File: config.mk
export PLATFORM = sky130hd
export DESIGN_NAME = uart_tx_framed
export DESIGN_NICKNAME = d
export VERILOG_FILES = /design/src/rtl/uart_tx_pkg.sv /design/src/rtl/uart_tx_sync.sv /design/src/rtl/uart_tx_ctrl.sv /design/src/rtl/uart_tx_frame.sv /design/src/rtl/uart_tx_shift.sv /design/src/rtl/uart_tx_framed.sv
export SDC_FILE = /design/constraint.sdc
export NUM_CORES = 1
export LEC_CHECK = 0
export BUFFER_PORTS_ARGS = -buffer_cell sky130_fd_sc_hd__buf_2
export CELL_PAD_IN_SITES_DETAIL_PLACEMENT = 0
export CELL_PAD_IN_SITES_GLOBAL_PLACEMENT = 2
export CORE_MARGIN = 10
export CORE_UTILIZATION = 36
export DETAILED_ROUTE_END_ITERATION = 7
export HOLD_SLACK_MARGIN = 0.1
export PLACE_DENSITY_LB_ADDON = 0.3
export SYNTH_ARGS = -nofsm -noshare
export SYNTH_HDL_FRONTEND = slang
export SYNTH_HIERARCHICAL = 1
export SYNTH_SLANG_ARGS = --single-unit
File: constraint.sdc
create_clock -name clk -period 2.6 [get_ports clk]
set_input_delay 0.52 -clock clk [delete_from_list [all_inputs] [get_ports clk]]
set_output_delay 0.52 -clock clk [all_outputs]
set_load 0.02 [all_outputs]
File: src/rtl/uart_tx_pkg.sv
package uart_tx_pkg;

  typedef struct packed {
    logic [1:0] len_sel;
    logic       par_off;
    logic       par_even;
    logic       two_stop;
  } tx_cfg_t;

  localparam tx_cfg_t CFG_RESET = '{len_sel: 2'b11, par_off: 1'b1,
                                    par_even: 1'b0, two_stop: 1'b0};

endpackage

File: src/rtl/uart_tx_sync.sv
module uart_tx_sync #(
  parameter int STAGES = 2
) (
  input  logic clk,
  input  logic rst,
  input  logic strobe_n,
  output logic rise
);
  logic [STAGES-1:0] chain_q;
  logic              prev_q;

  always_ff @(posedge clk) begin
    if (rst) begin
      chain_q <= '1;
      prev_q  <= 1'b1;
    end else begin
      chain_q <= {chain_q[STAGES-2:0], strobe_n};
      prev_q  <= chain_q[STAGES-1];
    end
  end

  assign rise = chain_q[STAGES-1] & ~prev_q;
endmodule

File: src/rtl/uart_tx_ctrl.sv
module uart_tx_ctrl
  import uart_tx_pkg::*;
(
  input  logic    clk,
  input  logic    rst,
  input  logic    load,
  input  tx_cfg_t cfg_in,
  output tx_cfg_t cfg_q
);
  always_ff @(posedge clk) begin
    if (rst)       cfg_q <= CFG_RESET;
    else if (load) cfg_q <= cfg_in;
  end
endmodule

File: src/rtl/uart_tx_frame.sv
module uart_tx_frame
  import uart_tx_pkg::*;
#(
  parameter int DATA_W  = 8,
  parameter int FRAME_W = DATA_W + 4,
  parameter int CW      = $clog2(FRAME_W + 1)
) (
  input  tx_cfg_t             cfg,
  input  logic [DATA_W-1:0]   data,
  output logic [FRAME_W-1:0]  frame,
  output logic [CW-1:0]       nbits
);
  localparam int MIN_BITS = DATA_W - 3;

  int   n_data;
  logic ones_odd;
  logic par_bit;

  always_comb begin
    n_data   = MIN_BITS + int'(cfg.len_sel);
    ones_odd = 1'b0;
    for (int i = 0; i < DATA_W; i++) begin
      if (i < n_data) ones_odd = ones_odd ^ data[i];
    end
    par_bit = cfg.par_even ? ones_odd : ~ones_odd;

    frame    = '1;
    frame[0] = 1'b0;
    for (int i = 0; i < DATA_W; i++) begin
      if (i < n_data) frame[i+1] = data[i];
    end
    if (!cfg.par_off) begin
      for (int i = 1; i < FRAME_W; i++) begin
        if (i == n_data + 1) frame[i] = par_bit;
      end
    end
    nbits = CW'(1 + n_data + (cfg.par_off ? 0 : 1) + (cfg.two_stop ? 2 : 1));
  end
endmodule

File: src/rtl/uart_tx_shift.sv
module uart_tx_shift #(
  parameter int FRAME_W   = 12,
  parameter int CW        = 4,
  parameter int BIT_TICKS = 16,
  parameter int TW        = $clog2(BIT_TICKS)
) (
  input  logic               clk,
  input  logic               rst,
  input  logic               load,
  input  logic [FRAME_W-1:0] frame,
  input  logic [CW-1:0]      nbits,
  output logic               ready,
  output logic               busy,
  output logic               line
);
  logic [FRAME_W-1:0] sh_q;
  logic [CW-1:0]      left_q;
  logic [TW-1:0]      tick_q;
  logic               busy_q;
  logic               line_q;
  logic               tick_end;
  logic               last_tick;

  assign tick_end  = tick_q == TW'(BIT_TICKS - 1);
  assign last_tick = busy_q && tick_end && (left_q == CW'(1));
  assign ready     = !busy_q || last_tick;
  assign busy      = busy_q;
  assign line      = line_q;

  always_ff @(posedge clk) begin
    if (rst) begin
      sh_q   <= '1;
      left_q <= '0;
      tick_q <= '0;
      busy_q <= 1'b0;
      line_q <= 1'b1;
    end else begin
      line_q <= busy_q ? sh_q[0] : 1'b1;
      if (load) begin
        sh_q   <= frame;
        left_q <= nbits;
        tick_q <= '0;
        busy_q <= 1'b1;
      end else if (busy_q) begin
        if (tick_end) begin
          tick_q <= '0;
          sh_q   <= {1'b1, sh_q[FRAME_W-1:1]};
          left_q <= left_q - CW'(1);
          if (left_q == CW'(1)) busy_q <= 1'b0;
        end else begin
          tick_q <= tick_q + TW'(1);
        end
      end
    end
  end
endmodule

File: src/rtl/uart_tx_framed.sv
module uart_tx_framed
  import uart_tx_pkg::*;
#(
  parameter int DATA_W      = 8,
  parameter int BIT_TICKS   = 16,
  parameter int SYNC_STAGES = 2
) (
  input  logic              clk,
  input  logic              rst,
  input  logic              cfg_load,
  input  logic [1:0]        cfg_len,
  input  logic              cfg_par_off,
  input  logic              cfg_par_even,
  input  logic              cfg_two_stop,
  input  logic [DATA_W-1:0] hold_data,
  input  logic              hold_load_n,
  output logic              tx_out,
  output logic              buf_empty,
  output logic              tx_empty
);
  localparam int FRAME_W = DATA_W + 4;
  localparam int CW      = $clog2(FRAME_W + 1);

  tx_cfg_t             cfg_in;
  tx_cfg_t             cfg_q;
  logic                load_rise;
  logic [DATA_W-1:0]   hold_q;
  logic                full_q;
  logic                take;
  logic                sh_ready;
  logic                sh_busy;
  logic [FRAME_W-1:0]  frame;
  logic [CW-1:0]       nbits;

  assign cfg_in = '{len_sel: cfg_len, par_off: cfg_par_off,
                    par_even: cfg_par_even, two_stop: cfg_two_stop};

  uart_tx_ctrl u_ctrl (
    .clk    (clk),
    .rst    (rst),
    .load   (cfg_load),
    .cfg_in (cfg_in),
    .cfg_q  (cfg_q)
  );

  uart_tx_sync #(.STAGES(SYNC_STAGES)) u_sync (
    .clk      (clk),
    .rst      (rst),
    .strobe_n (hold_load_n),
    .rise     (load_rise)
  );

  assign take = full_q && sh_ready;

  always_ff @(posedge clk) begin
    if (rst) begin
      hold_q <= '0;
      full_q <= 1'b0;
    end else if (load_rise) begin
      hold_q <= hold_data;
      full_q <= 1'b1;
    end else if (take) begin
      full_q <= 1'b0;
    end
  end

  uart_tx_frame #(.DATA_W(DATA_W), .FRAME_W(FRAME_W), .CW(CW)) u_frame (
    .cfg   (cfg_q),
    .data  (hold_q),
    .frame (frame),
    .nbits (nbits)
  );

  uart_tx_shift #(.FRAME_W(FRAME_W), .CW(CW), .BIT_TICKS(BIT_TICKS)) u_shift (
    .clk   (clk),
    .rst   (rst),
    .load  (take),
    .frame (frame),
    .nbits (nbits),
    .ready (sh_ready),
    .busy  (sh_busy),
    .line  (tx_out)
  );

  assign buf_empty = ~full_q;
  assign tx_empty  = ~full_q & ~sh_busy;
endmodule

Word level (Yosys, flattened, before mapping)
Cells that the tools add are included.

Output and inout port bits: 3. Bits in registers: 39. Input bits: 17.

Reductions and logical operators: 11. Equal/unequal tests: 13. Add/sub/neg operators: 6. $lt $le $gt $ge: 8. Bitwise gates (word level): 13. Mux-type cells: 44.

Operators with widths (count): $eq A4 B32 Y1 const A (4); $eq A5 B32 Y1 const A (4); $lt A4 B32 Y1 const A (4); $eq A3 B32 Y1 const A (2); $lt A3 B32 Y1 const A (2); $mux W12 (3); $mux W1 (35); $eq A2 B32 Y1 const A (1); $lt A1 B32 Y1 const A (1); $lt A2 B32 Y1 const A (1); $mux W4 (4); $mux W11 (1); $add A4 B4 Y4 (2); $xor A1 B1 Y1 (7); $reduce_bool A2 Y1 (3); $add A4 B1 Y5 const B (1); $add A3 B2 Y4 const A (1); $add A4 B1 Y4 const B (1); $eq A4 B1 Y1 const B (1); $eq A4 B4 Y1 const B (1); $not A1 Y1 (4); $reduce_or A2 Y1 (2); $sub A4 B1 Y4 const B (1); $logic_and A1 B1 Y1 (3); 5 further kinds (6).

Longest topological paths before layout
Gate-level depths: netlist of run 1.

Depth after elaboration: 22. Mapped depth: 10. Depth with buffers taken out: 10.

By module
The synthesis of run 1 kept the hierarchy.

By module, submodules not included: uart_tx_shift (cells each 122, seq. area each 440.4 µm², area each 1032.2 µm², instances 1); uart_tx_frame (cells each 57, seq. area each 0.0 µm², area each 432.9 µm², instances 1); uart_tx_framed (cells each 33, seq. area each 180.2 µm², area each 335.3 µm², instances 1); uart_tx_ctrl (cells each 16, seq. area each 100.1 µm², area each 183.9 µm², instances 1); uart_tx_sync (cells each 7, seq. area each 60.1 µm², area each 85.1 µm², instances 1).

Least setup slack after synthesis of run 1
No wires, ideal clock.

Path type: flip-flop to flip-flop. From: register u_ctrl/cfg_q[3] (netlist name). To: register u_shift.sh_q[5]. Setup slack: 0.537 ns. Arrival time: 1.989 ns. Stages on the path, launching flop included: 11. Library setup time: 0.074 ns. Required time: 2.526 ns. Period minus slack after synthesis: 2.063 ns. Cell sequence: dfxtp_1 -> inv_1 -> ha_1 -> inv_1 -> ha_1 -> nor2b_1 -> xnor2_1 -> xnor3_2 -> a31oi_1 -> nor3_1 -> a31oi_1.

Word-level cells in the longest chain between the ends: 22. Elaborated cells on any way between the ends: 32. Classes of those cells: add/sub (2); order compare (8); eq/ne (1); mux (13); bitwise (8).

Ends and longest elaborated chain: $add A3 B2 Y4 (*) (line uart_tx_frame.sv:20) `n_data = MIN_BITS + int'(cfg.len_sel);`; $lt A1 B32 Y1 (line uart_tx_frame.sv:23) `if (i < n_data) ones_odd = ones_odd ^ data[i];`; $mux W1 (line uart_tx_frame.sv:23); $xor A1 B1 Y1 (line uart_tx_frame.sv:23); $mux W1 (line uart_tx_frame.sv:23); $xor A1 B1 Y1 (line uart_tx_frame.sv:23); $mux W1 (line uart_tx_frame.sv:23); $xor A1 B1 Y1 (line uart_tx_frame.sv:23); (+7 left out); $xor A1 B1 Y1 (line uart_tx_frame.sv:23); $mux W1 (line uart_tx_frame.sv:23); $not A1 Y1 (line uart_tx_frame.sv:25) `par_bit = cfg.par_even ? ones_odd : ~ones_odd;`; $mux W1 (line uart_tx_frame.sv:25); $mux W1 (line uart_tx_frame.sv:34) `if (i == n_data + 1) frame[i] = par_bit;`; $mux W11 (*) (line uart_tx_frame.sv:32) `if (!cfg.par_off) begin`; named net frame[5] (line uart_tx_framed.sv:32) `logic [FRAME_W-1:0] frame;`; $mux W12 (*) (line uart_tx_shift.sv:39) `if (load) begin`; end signal: assignment (line uart_tx_shift.sv:40) `sh_q <= frame;`; end signal: assignment (line uart_tx_shift.sv:47) `sh_q <= {1'b1, sh_q[FRAME_W-1:1]};`; end: declaration (line uart_tx_shift.sv:16) `logic [FRAME_W-1:0] sh_q;`.

Mark *: on every way through the listed nets, which the timed path passes. The rest lies on a longest branch. A chain may end at the register's enable or synchronous reset.

Worst setup path in the final report of run 1
From: register u_ctrl/cfg_q[4] (netlist name). To: register u_shift.sh_q[4].

Word-level cells in the longest chain between the ends: 22. Elaborated cells on any way between the ends: 32. Classes of those cells: add/sub (2); order compare (8); eq/ne (1); mux (13); bitwise (8).

Ends and longest elaborated chain (line): $add A3 B2 Y4 (*) (uart_tx_frame.sv:20); $lt A1 B32 Y1 (uart_tx_frame.sv:23); $mux W1 (uart_tx_frame.sv:23); $xor A1 B1 Y1 (uart_tx_frame.sv:23); $mux W1 (uart_tx_frame.sv:23); $xor A1 B1 Y1 (uart_tx_frame.sv:23); $mux W1 (uart_tx_frame.sv:23); $xor A1 B1 Y1 (uart_tx_frame.sv:23); (+7 left out); $xor A1 B1 Y1 (uart_tx_frame.sv:23); $mux W1 (uart_tx_frame.sv:23); $not A1 Y1 (uart_tx_frame.sv:25); $mux W1 (uart_tx_frame.sv:25); $mux W1 (uart_tx_frame.sv:34); $mux W11 (*) (uart_tx_frame.sv:32); named net frame[4] (uart_tx_framed.sv:32); $mux W12 (*) (uart_tx_shift.sv:39).

Marks and branches as above.

==> results_dict.tcl, run 1 <==
set metrics [dict create \
    crit_required_ns 2.82 \
    portBuffers 19 \
    gp_congestion 0.720 \
    synth_top_area_frac 0.377 \
    antenna_found_initial 0 \
    synthTopCellsByArea "dfxtp_1 38%, ha_1 7.9%, mux2i_1 5.8%" \
    cts_root_buf "clkbuf_8" \
    core_area_um2 5540 \
    criticalPathCategory "flip-flop to flip-flop" \
    synth-seq-area-share 0.377 \
    start_kind "flip-flop" \
    hpwl_um 3010 \
    yosys_warnings 6 \
    die_x_um 95.8 \
    slew_headroom 0.647 \
    peakVddDrop_v 0.000292 \
    pin_count 20 \
    wire_per_inst_um 12.9 \
    period_share 0.900 \
    drtPass1Iterations 4 \
    routed_wl_um 4190 \
    fp-row-count 27 \
    placed_area_um2 2200 \
    dp_cells 317 \
    tightest_slew_ns 0.529 \
    numCtsBuffers 5 \
    post_cts_buffers 0 \
    via_count 1533 \
    yosysUniqueCellTypes 43 \
    multi_input_area_um2 1110 \
    skew_ns 0.00852 \
    fp.dieH_um 95.8 \
    post_synth.cell_area_avg_um2 8.81 \
    final_max_slew_viol_count 0 \
    drive_gt1_frac 0.162 \
    final_cell_mix "38 x dfxtp_1, 29 x nand2_1, 21 x nor2_1" \
    antenna_violating_nets_post_route 0 \
    yosys.area.top_type "dfxtp_1" \
    dieArea_um2 9180 \
    syn-instance-count 235 \
    async_flop_share 0 \
    grt-ovfl-total 0 \
    drt_iter0_markers 88 \
    finalSetupTns_ns 0 \
    area_delta_synth_final_pct 11.9 \
    synth-edff-count 0 \
    track_usage 0.0998 \
    cap_violations 0 \
    synth_ff_type "dfxtp_1" \
    cts_max_level 2 \
    final_nets 284 \
    seq_area_um2 782 \
    crit_path_end_kind "flip-flop" \
    hold_buffers 0 \
    grt_max_degree 20 \
    grt_pass1_wl_um 7310 \
    hold_viol_final 0 \
    routed_via_density 4.72 \
    fill_cells 605 \
    arrival_ns 2.56 \
    grt_pass1_vias 1553 \
    clk_latency_ns 0.29 \
    power.density_nw_per_um2 564 \
    clk_pin_slew_ns 0.08 \
    stdcell_count 325 \
    ys_ff_latch 39 \
    cp_max_fo 8 \
    netlist_area_um2 2070 \
    antennaDiodeCount 0 \
    finalCriticalPeriod_ns 2.34 \
    worstHoldPathType "input port to flip-flop" \
    start_util 0.374 \
    final_core_util 0.418 \
    status "complete, no violations" \
    rsz0062_at_grt "false" \
    cts_resized 0 \
    final_common_cell "dfxtp_1" \
    drc 0 \
    setup_viol 0 \
    clock-sinks 39 \
    finalInstanceArea_um2 2320 \
    fmax_mhz 427 \
    cts_tree "yes" \
    syn_nets 267 \
    power.leakage_nw 0.985 \
    clock_path_buffers 2 \
]
## synth_stat cells, types with 2 or more instances
master    number
buf_4          2
fa_1           2
nand3_1        2
a21oi_1        6
a211o_1        3
nor2_1        21
o21ai_0        3
buf_6          4
nand4_1        4
dfxtp_1       39
clkbuf_1       2
or2_1          3
nand2_1       29
xor2_1         3
nor3_1        15
mux2i_1       12
inv_1         19
nor2b_1        5
xnor2_1        7
a31oi_1       14
ha_1          13
buf_2          5
nand2b_1       2
## sequential cells by signal, summed over array words and instances (netlist names)
signal,flops
u_shift/left_q,4
u_sync/prev_q,1
u_ctrl/cfg_q,5
u_shift/sh_q,12
hold_q,8
u_shift/busy,1
u_shift/line,1
u_shift/tick_q,4
full_q,1
u_sync/chain_q,2
## cells by family after synthesis
logic type | share of synthesized area
compound gates | 0.126
mux | 0.0580
flops | 0.377
other cells | 0.00181
simple gates | 0.197
xor+xnor | 0.0538
buf+inv | 0.0877
fa+ha+maj | 0.0979
## critical path, cell delays in order (launching register included)
cell and delay (ns):
dfxtp_1 0.44, ha_1 0.24, inv_1 0.07, ha_1 0.20, nor2b_1 0.15, xnor2_1 0.14, xnor3_2 0.52, a31oi_1 0.28
nor3_1 0.09, a31oi_1 0.15
## per-stage QoR
stage                     setup slack (ns)  hold slack (ns)  power (mW)
after detailed placement             0.233            0.394       0.795
final                                0.260            0.403        1.31
after global routing                0.0544            0.395        1.38
after floorplan                      0.537            0.385       0.756
after CTS                            0.185            0.393        1.33
after global placement               0.283            0.394       0.797
## power by group
part | switching (mW) | total [mW] | internal, mW
clock network | 0.214 | 0.525 | 0.311
registers | 0.0141 | 0.626 | 0.612
logic | 0.0881 | 0.155 | 0.0665
total | 0.316 | 1.31 | 0.989
## final timing paths
kind	start	end	slack, ns	cells past startpoint
max	u_ctrl/cfg_q[4]	u_shift/sh_q[4]	0.26	9
min	hold_load_n	u_sync/chain_q[0]	0.40	2
max reg2reg	u_ctrl/cfg_q[4]	u_shift/sh_q[4]	0.26	9
min reg2reg	u_sync/chain_q[0]	u_sync/chain_q[1]	0.41	1
## final cells by class
cell class,instances,share of cell area
Inverter,19,0.0308
Multi-Input combinational cell,161,0.478
Sequential cell,39,0.338
Clock inverter,2,0.0151
Clock buffer,6,0.0357
Tap cell,72,0.0389
Timing Repair Buffer,26,0.0637
## per-layer routing
| metal | GRT usage | vias to the layer above | routed length, um |
|---|---|---|---|
| met1 | 0.127 | 687 | 2170 |
| met4 | 0.0258 | 0 | 25 |
| met2 | 0.157 | 22 | 1840 |
| li1 | - | 822 | - |
| met5 | 0 | - | 0 |
| met3 | 0.0350 | 2 | 165 |
(Power assumes the default switching activity.)
==> inputs of run 2 (changes only) <==
Settings changed: ABC_AREA from default to 1, SYNTH_HIERARCHICAL 1 to default.
Clock period 2.6 ns to 2.7 ns, I/O delays scaled along.
==> results_dict.tcl, run 2 <==
set metrics [dict create \
    antenna_violating_nets_post_route 0 \
    p_int_uw 957 \
    synth_ff_type "dfxtp_1" \
    synthMuxAreaShare 0 \
    hold_viol_final 0 \
    clock_path_buffers 2 \
    cp_max_fo 6 \
    core_area_um2 6350 \
    post_synth.cell_area_avg_um2 6.97 \
    hold_path_end "u_sync.prev_q" \
    synth-xor-area-share 0.0223 \
    synth_top_family_by_area "simple AND/OR/NAND/NOR gates" \
    via_count 1998 \
    drc 0 \
    syn_nets 371 \
    portBuffers 19 \
    gp_congestion 0.776 \
    fp.dieH_um 101 \
    clk_latency_ns 0.30 \
    yosysUniqueCellTypes 33 \
    cts_resized 0 \
    ys_ff_latch 39 \
    crit_top_cell "inv_1" \
    fin_ws_ns 0.391 \
    final_max_slew_viol_count 0 \
    grt_max_degree 24 \
    clkPwrFrac 0.393 \
    wl_met3_um 176 \
    synth_top_area_frac 0.331 \
    area_delta_synth_final_pct 10.7 \
    setup_viol 0 \
    power.leakage_nw 1.27 \
    antennaDiodeCount 0 \
    whs_ns 0.425 \
    syn-instance-count 338 \
    finalCriticalPeriod_ns 2.31 \
    slowest_delay_ns 0.46 \
    status "complete, no violations" \
    async_flop_share 0 \
    placed_area_um2 2490 \
    pre_cts_slack_ns 0.395 \
    fmax_mhz 433 \
    dieArea_um2 10200 \
    track_usage 0.111 \
    power.density_nw_per_um2 499 \
    yosys.area.top_type "dfxtp_1" \
    stdcell_count 433 \
    synth-edff-count 0 \
    die_x_um 101 \
    routed_wl_um 5350 \
    largest-register "u_shift.sh_q" \
    peakVddDrop_v 0.000301 \
    yosys_warnings 0 \
    final_cell_mix "66 x nand2_1, 60 x inv_1, 39 x dfxtp_1" \
    cts_tree "yes" \
    whs_path_depth 2 \
    final_common_cell "nand2_1" \
    cp_slowest_cell "dfxtp_1" \
    met1_length_um 2720 \
    clock-sinks 39 \
    finalInstanceArea_um2 2610 \
    start_kind "flip-flop" \
    grt_pass1_vias 1925 \
    crit_path_end_kind "flip-flop" \
    pwr-share-seq 0.467 \
    period_share 0.855 \
    reg2reg_to "u_shift.left_q[3]" \
    pin_count 20 \
    wire_per_inst_um 12.4 \
    criticalPathCategory "flip-flop to flip-flop" \
    netlist_area_um2 2360 \
    p_sw_frac 0.265 \
    final_core_util 0.411 \
    synth-seq-area-share 0.331 \
    timing.rr.start "u_ctrl.cfg_q[3]" \
    p_switching_uw 345 \
    start_util 0.371 \
    cap_violations 0 \
    antenna_found_initial 0 \
    hold_start "u_sync.chain_q[1]" \
    post_cts_buffers 0 \
    path_cells "inv_1, ha_1, xor2_1, inv_1, ha_1, inv_1, nor2_1, o21ai_0, or2_2, nand3_1, nand2_1, a21oi_1" \
    synthSimpleGateAreaFrac 0.258 \
    largest_register_ffs 12 \
    r2r_slack_ns 0.39 \
    arrival_ns 2.54 \
    cts_root_buf "clkbuf_8" \
    final_nets 388 \
    wl_met2_um 2370 \
    reg_top3 "u_shift.sh_q: 12 flops, hold_q: 8 flops, u_ctrl.cfg_q: 5 flops" \
    top_layer "met4" \
    drive_gt1_frac 0.143 \
    hold_buffers 0 \
    skew_ns 0.00717 \
    slew_headroom 0.667 \
    total_power_mw 1.30 \
    worstHoldPathType "flip-flop to flip-flop" \
    cts_max_level 2 \
    numCtsBuffers 5 \
    synth_compound_area_frac 0.166 \
    fp-row-count 29 \
    synthTopCellsByArea "dfxtp_1 33%, nand2_1 11%, inv_1 9.6%" \
    rsz0062_at_grt "false" \
    combPwrFrac 0.139 \
    crit_required_ns 2.93 \
    tightest_slew_ns 0.499 \
    yosys.area_share.adder 0.0913 \
    r2r_cells 12 \
    worstPathBufferInverterCount 3 \
    crit_family "adder cells" \
    yosys.cell_count.top_type "nand2_1" \
    grt-ovfl-total 0 \
    startpoint "u_ctrl.cfg_q[3]" \
    grt_pass1_wl_um 9180 \
    synth_common_cells "66 x nand2_1, 60 x inv_1, 39 x dfxtp_1" \
    drt_iter0_markers 78 \
    finalSetupTns_ns 0 \
    hpwl_um 4020 \
    clk_pin_slew_ns 0.08 \
    drtPass1Iterations 7 \
    routed_via_density 4.61 \
    dp_cells 425 \
]
run 2: cell types whose count changed after synthesis, moves of 9 or more:
cell	change
nand2_1	+37
a21oi_2	+9
o21ai_0	+24
a31oi_1	-14
nand3_1	+18
a21oi_1	+15
inv_1	+41
nor2_1	+9
mux2i_1	-12
run 2: power by group through the flow:
stage                     combinational (mW)  clock, mW  sequential, mW
after floorplan                        0.137          0           0.615
after global placement                 0.185          0           0.622
after detailed placement               0.184          0           0.622
after CTS                              0.185      0.533           0.608
after global routing                   0.213      0.556           0.611
final                                  0.181      0.512           0.608
run 2: worst reg2reg max path, cell delays in order, from the launching register on:
cell	delay (ns)
dfxtp_1	0.46
inv_1	0.17
ha_1	0.32
xor2_1	0.24
inv_1	0.07
ha_1	0.27
inv_1	0.03
nor2_1	0.06
o21ai_0	0.09
or2_2	0.28
nand3_1	0.08
nand2_1	0.05
a21oi_1	0.11
run 2: cell families after synthesis:
logic type,Yosys count
simple gates,138
buf+inv,74
xor+xnor,6
flops,39
compound gates,65
fa+ha+maj,16
run 2: worst max-delay path by stage:
stage	end	slack [ns]	cells after the start
CTS	u_shift.left_q[3]	0.38	12
detailed placement	u_shift.left_q[3]	0.39	12
finish	u_shift.left_q[3]	0.39	12
global route	u_shift.left_q[3]	0.11	12
floorplan	u_shift.left_q[3]	0.58	12
global placement	u_shift.left_q[3]	0.47	12
run 2: area by class of cell:
cell class                 count  area (um^2)
clock buffer                   6         82.6
clock inverter                 2         35.0
fill                         673         3740
inverter                      64          243
multi-input combinational    225         1270
sequential                    39          781
tap                           77         96.3
timing repair buffer          20          103
run 2: layer usage:
| layer | up-vias | GRT usage |
|---|---|---|
| met4 | 0 | 0.0450 |
| li1 | 1086 | - |
| met5 | - | 0 |
| met3 | 7 | 0.0302 |
| met1 | 883 | 0.150 |
| met2 | 22 | 0.164 |
==> inputs of run 3 (changes only) <==
Settings changed: SYNTH_HIERARCHICAL from default to 1.
==> results_dict.tcl, run 3 <==
set metrics [dict create \
    status "complete, no violations" \
    drt_iter0_markers 75 \
    hold_viol_final 0 \
    timing.rr.start "u_ctrl/cfg_q[3]" \
    power.density_nw_per_um2 506 \
    cts_root_buf "clkbuf_8" \
    gp_congestion 0.797 \
    synthSimpleGateAreaFrac 0.368 \
    finalSetupTns_ns 0 \
    cts_max_level 2 \
    antennaDiodeCount 0 \
    synth-seq-area-share 0.332 \
    portBuffers 19 \
    yosys.cell_count.top_type "nand2_1" \
    final_core_util 0.406 \
    period_share 0.794 \
    arrival_ns 2.33 \
    yosys.area.top_type "dfxtp_1" \
    clk_pin_slew_ns 0.08 \
    final_nets 381 \
    final_common_cell "nand2_1" \
    track_usage 0.103 \
    yosys.area_share.adder 0.0863 \
    synth-xor-area-share 0.0186 \
    hpwl_um 3710 \
    grt-ovfl-total 0 \
    numCtsBuffers 5 \
    multi_input_area_um2 1280 \
    fmax_mhz 467 \
    setup_viol 0 \
    pin_count 20 \
    placed_area_um2 2460 \
    rsz0062_at_grt "false" \
    fp-row-count 29 \
    routed_wl_um 4920 \
    ys_ff_latch 39 \
    synth_common_cells "78 x nand2_1, 44 x inv_1, 41 x nor2_1" \
    worstHoldPathType "flip-flop to flip-flop" \
    synth-edff-count 0 \
    startpoint "u_ctrl/cfg_q[3]" \
    synth_top_area_frac 0.332 \
    area_delta_synth_final_pct 9.74 \
    clock_path_buffers 2 \
    crit_path_end_kind "flip-flop" \
    cp_max_fo 7 \
    netlist_area_um2 2350 \
    seq_area_um2 781 \
    reg_top3 "u_shift/sh_q: 12 flops, hold_q: 8 flops, u_ctrl/cfg_q: 5 flops" \
    grt_pass1_vias 1858 \
    post_synth.cell_area_avg_um2 7.06 \
    async_flop_share 0 \
    die_x_um 101 \
    hold_start "u_sync/chain_q[0]" \
    via_count 1911 \
    fp.dieH_um 101 \
    antenna_violating_nets_post_route 0 \
    largest-register "u_shift/sh_q" \
    cts_resized 0 \
    antenna_found_initial 0 \
    syn_nets 365 \
    drc 0 \
    cts_tree "yes" \
    clk_latency_ns 0.29 \
    synth_ff_type "dfxtp_1" \
    syn-instance-count 333 \
    grt_max_degree 22 \
    clock-sinks 39 \
    synth_top_family_by_area "simple AND/OR/NAND/NOR gates" \
    largest_register_ffs 12 \
    wire_per_inst_um 11.5 \
    synthTopCellsByArea "dfxtp_1 33%, nand2_1 12%, inv_1 7.0%" \
    fill_cells 687 \
    finalInstanceArea_um2 2580 \
    final_cell_mix "78 x nand2_1, 44 x inv_1, 41 x nor2_1" \
    routed_via_density 4.48 \
    core_area_um2 6350 \
    start_util 0.370 \
    power.leakage_nw 1.29 \
    hold_buffers 0 \
    post_cts_buffers 0 \
    start_kind "flip-flop" \
    drtPass1Iterations 4 \
    final_max_slew_viol_count 0 \
    yosys_warnings 6 \
    dieArea_um2 10200 \
    synthMuxAreaShare 0 \
    finalCriticalPeriod_ns 2.14 \
    criticalPathCategory "flip-flop to flip-flop" \
    grt_pass1_wl_um 8620 \
    crit_required_ns 2.89 \
    cap_violations 0 \
    peakVddDrop_v 0.000298 \
    yosysUniqueCellTypes 30 \
    synth_compound_area_frac 0.0719 \
    drive_gt1_frac 0.194 \
    skew_ns 0.00310 \
]
==> run 3: cell types whose count changed after synthesis, moves of 8 or more <==
| cell | delta |
|---|---|
| a21oi_2 | -8 |
| nand2_1 | +12 |
| nand3_2 | +10 |
| inv_1 | -16 |
| nor2_1 | +11 |
| nand2_2 | +13 |
| nor3_1 | -8 |
| o21ai_0 | -12 |
==> run 3: stage by stage <==
step | hold slack [ns] | cells | worst slack, ns | power (mW)
finish | 0.405 | 427 | 0.557 | 1.30
global route | 0.429 | 427 | 0.232 | 1.39
CTS | 0.409 | 427 | 0.546 | 1.33
detailed placement | 0.390 | 419 | 0.564 | 0.810
global placement | 0.384 | 419 | 0.584 | 0.809
floorplan | 0.380 | 333 | 0.749 | 0.764
==> run 3: final timing paths <==
path,to,slack [ns],depth (start not counted)
max,u_shift/sh_q[6],0.56,17
min,u_sync/chain_q[1],0.40,2
max reg2reg,u_shift/sh_q[6],0.56,17
min reg2reg,u_sync/chain_q[1],0.40,2
==> run 3: power breakdown <==
group,switching [mW],internal [mW],total (mW)
Sequential,0.0170,0.592,0.609
Clock,0.213,0.299,0.512
Combinational,0.114,0.0699,0.184
Total,0.344,0.961,1.30
==> run 3: per-layer routing <==
metal	wire (um)	track usage	share of wire
met1	2540	0.136	0.52
met2	2160	0.155	0.44
met3	172	0.0295	0.035
met4	55	0.0326	0.011
met5	0	0	0
==> run 3: cell families after synthesis <==
logic type,after synthesis
flops,39
xor+xnor,5
buf+inv,62
other cells,1
fa+ha+maj,15
simple gates,178
compound gates,33
==> run 3: layout make-up <==
| class | instances | share of cell area |
|---|---|---|
| Clock buffer | 6 | 0.0320 |
| Clock inverter | 2 | 0.0136 |
| Inverter | 51 | 0.0762 |
| Multi-Input combinational cell | 232 | 0.498 |
| Sequential cell | 39 | 0.303 |
| Tap cell | 77 | 0.0374 |
| Timing Repair Buffer | 20 | 0.0398 |
==> run 3: critical path, cell delays in order (launching register included) <==
cell	delay, ns
dfxtp_1	0.46
inv_1	0.16
ha_1	0.22
inv_1	0.06
ha_1	0.16
inv_1	0.05
nand2_1	0.05
nand2_1	0.06
nand2_1	0.07
nand2_1	0.06
nand2_2	0.09
inv_2	0.05
nand2_4	0.09
nand3_1	0.07
nand2_1	0.06
nand2_1	0.06
a21oi_1	0.18
nand3_2	0.08
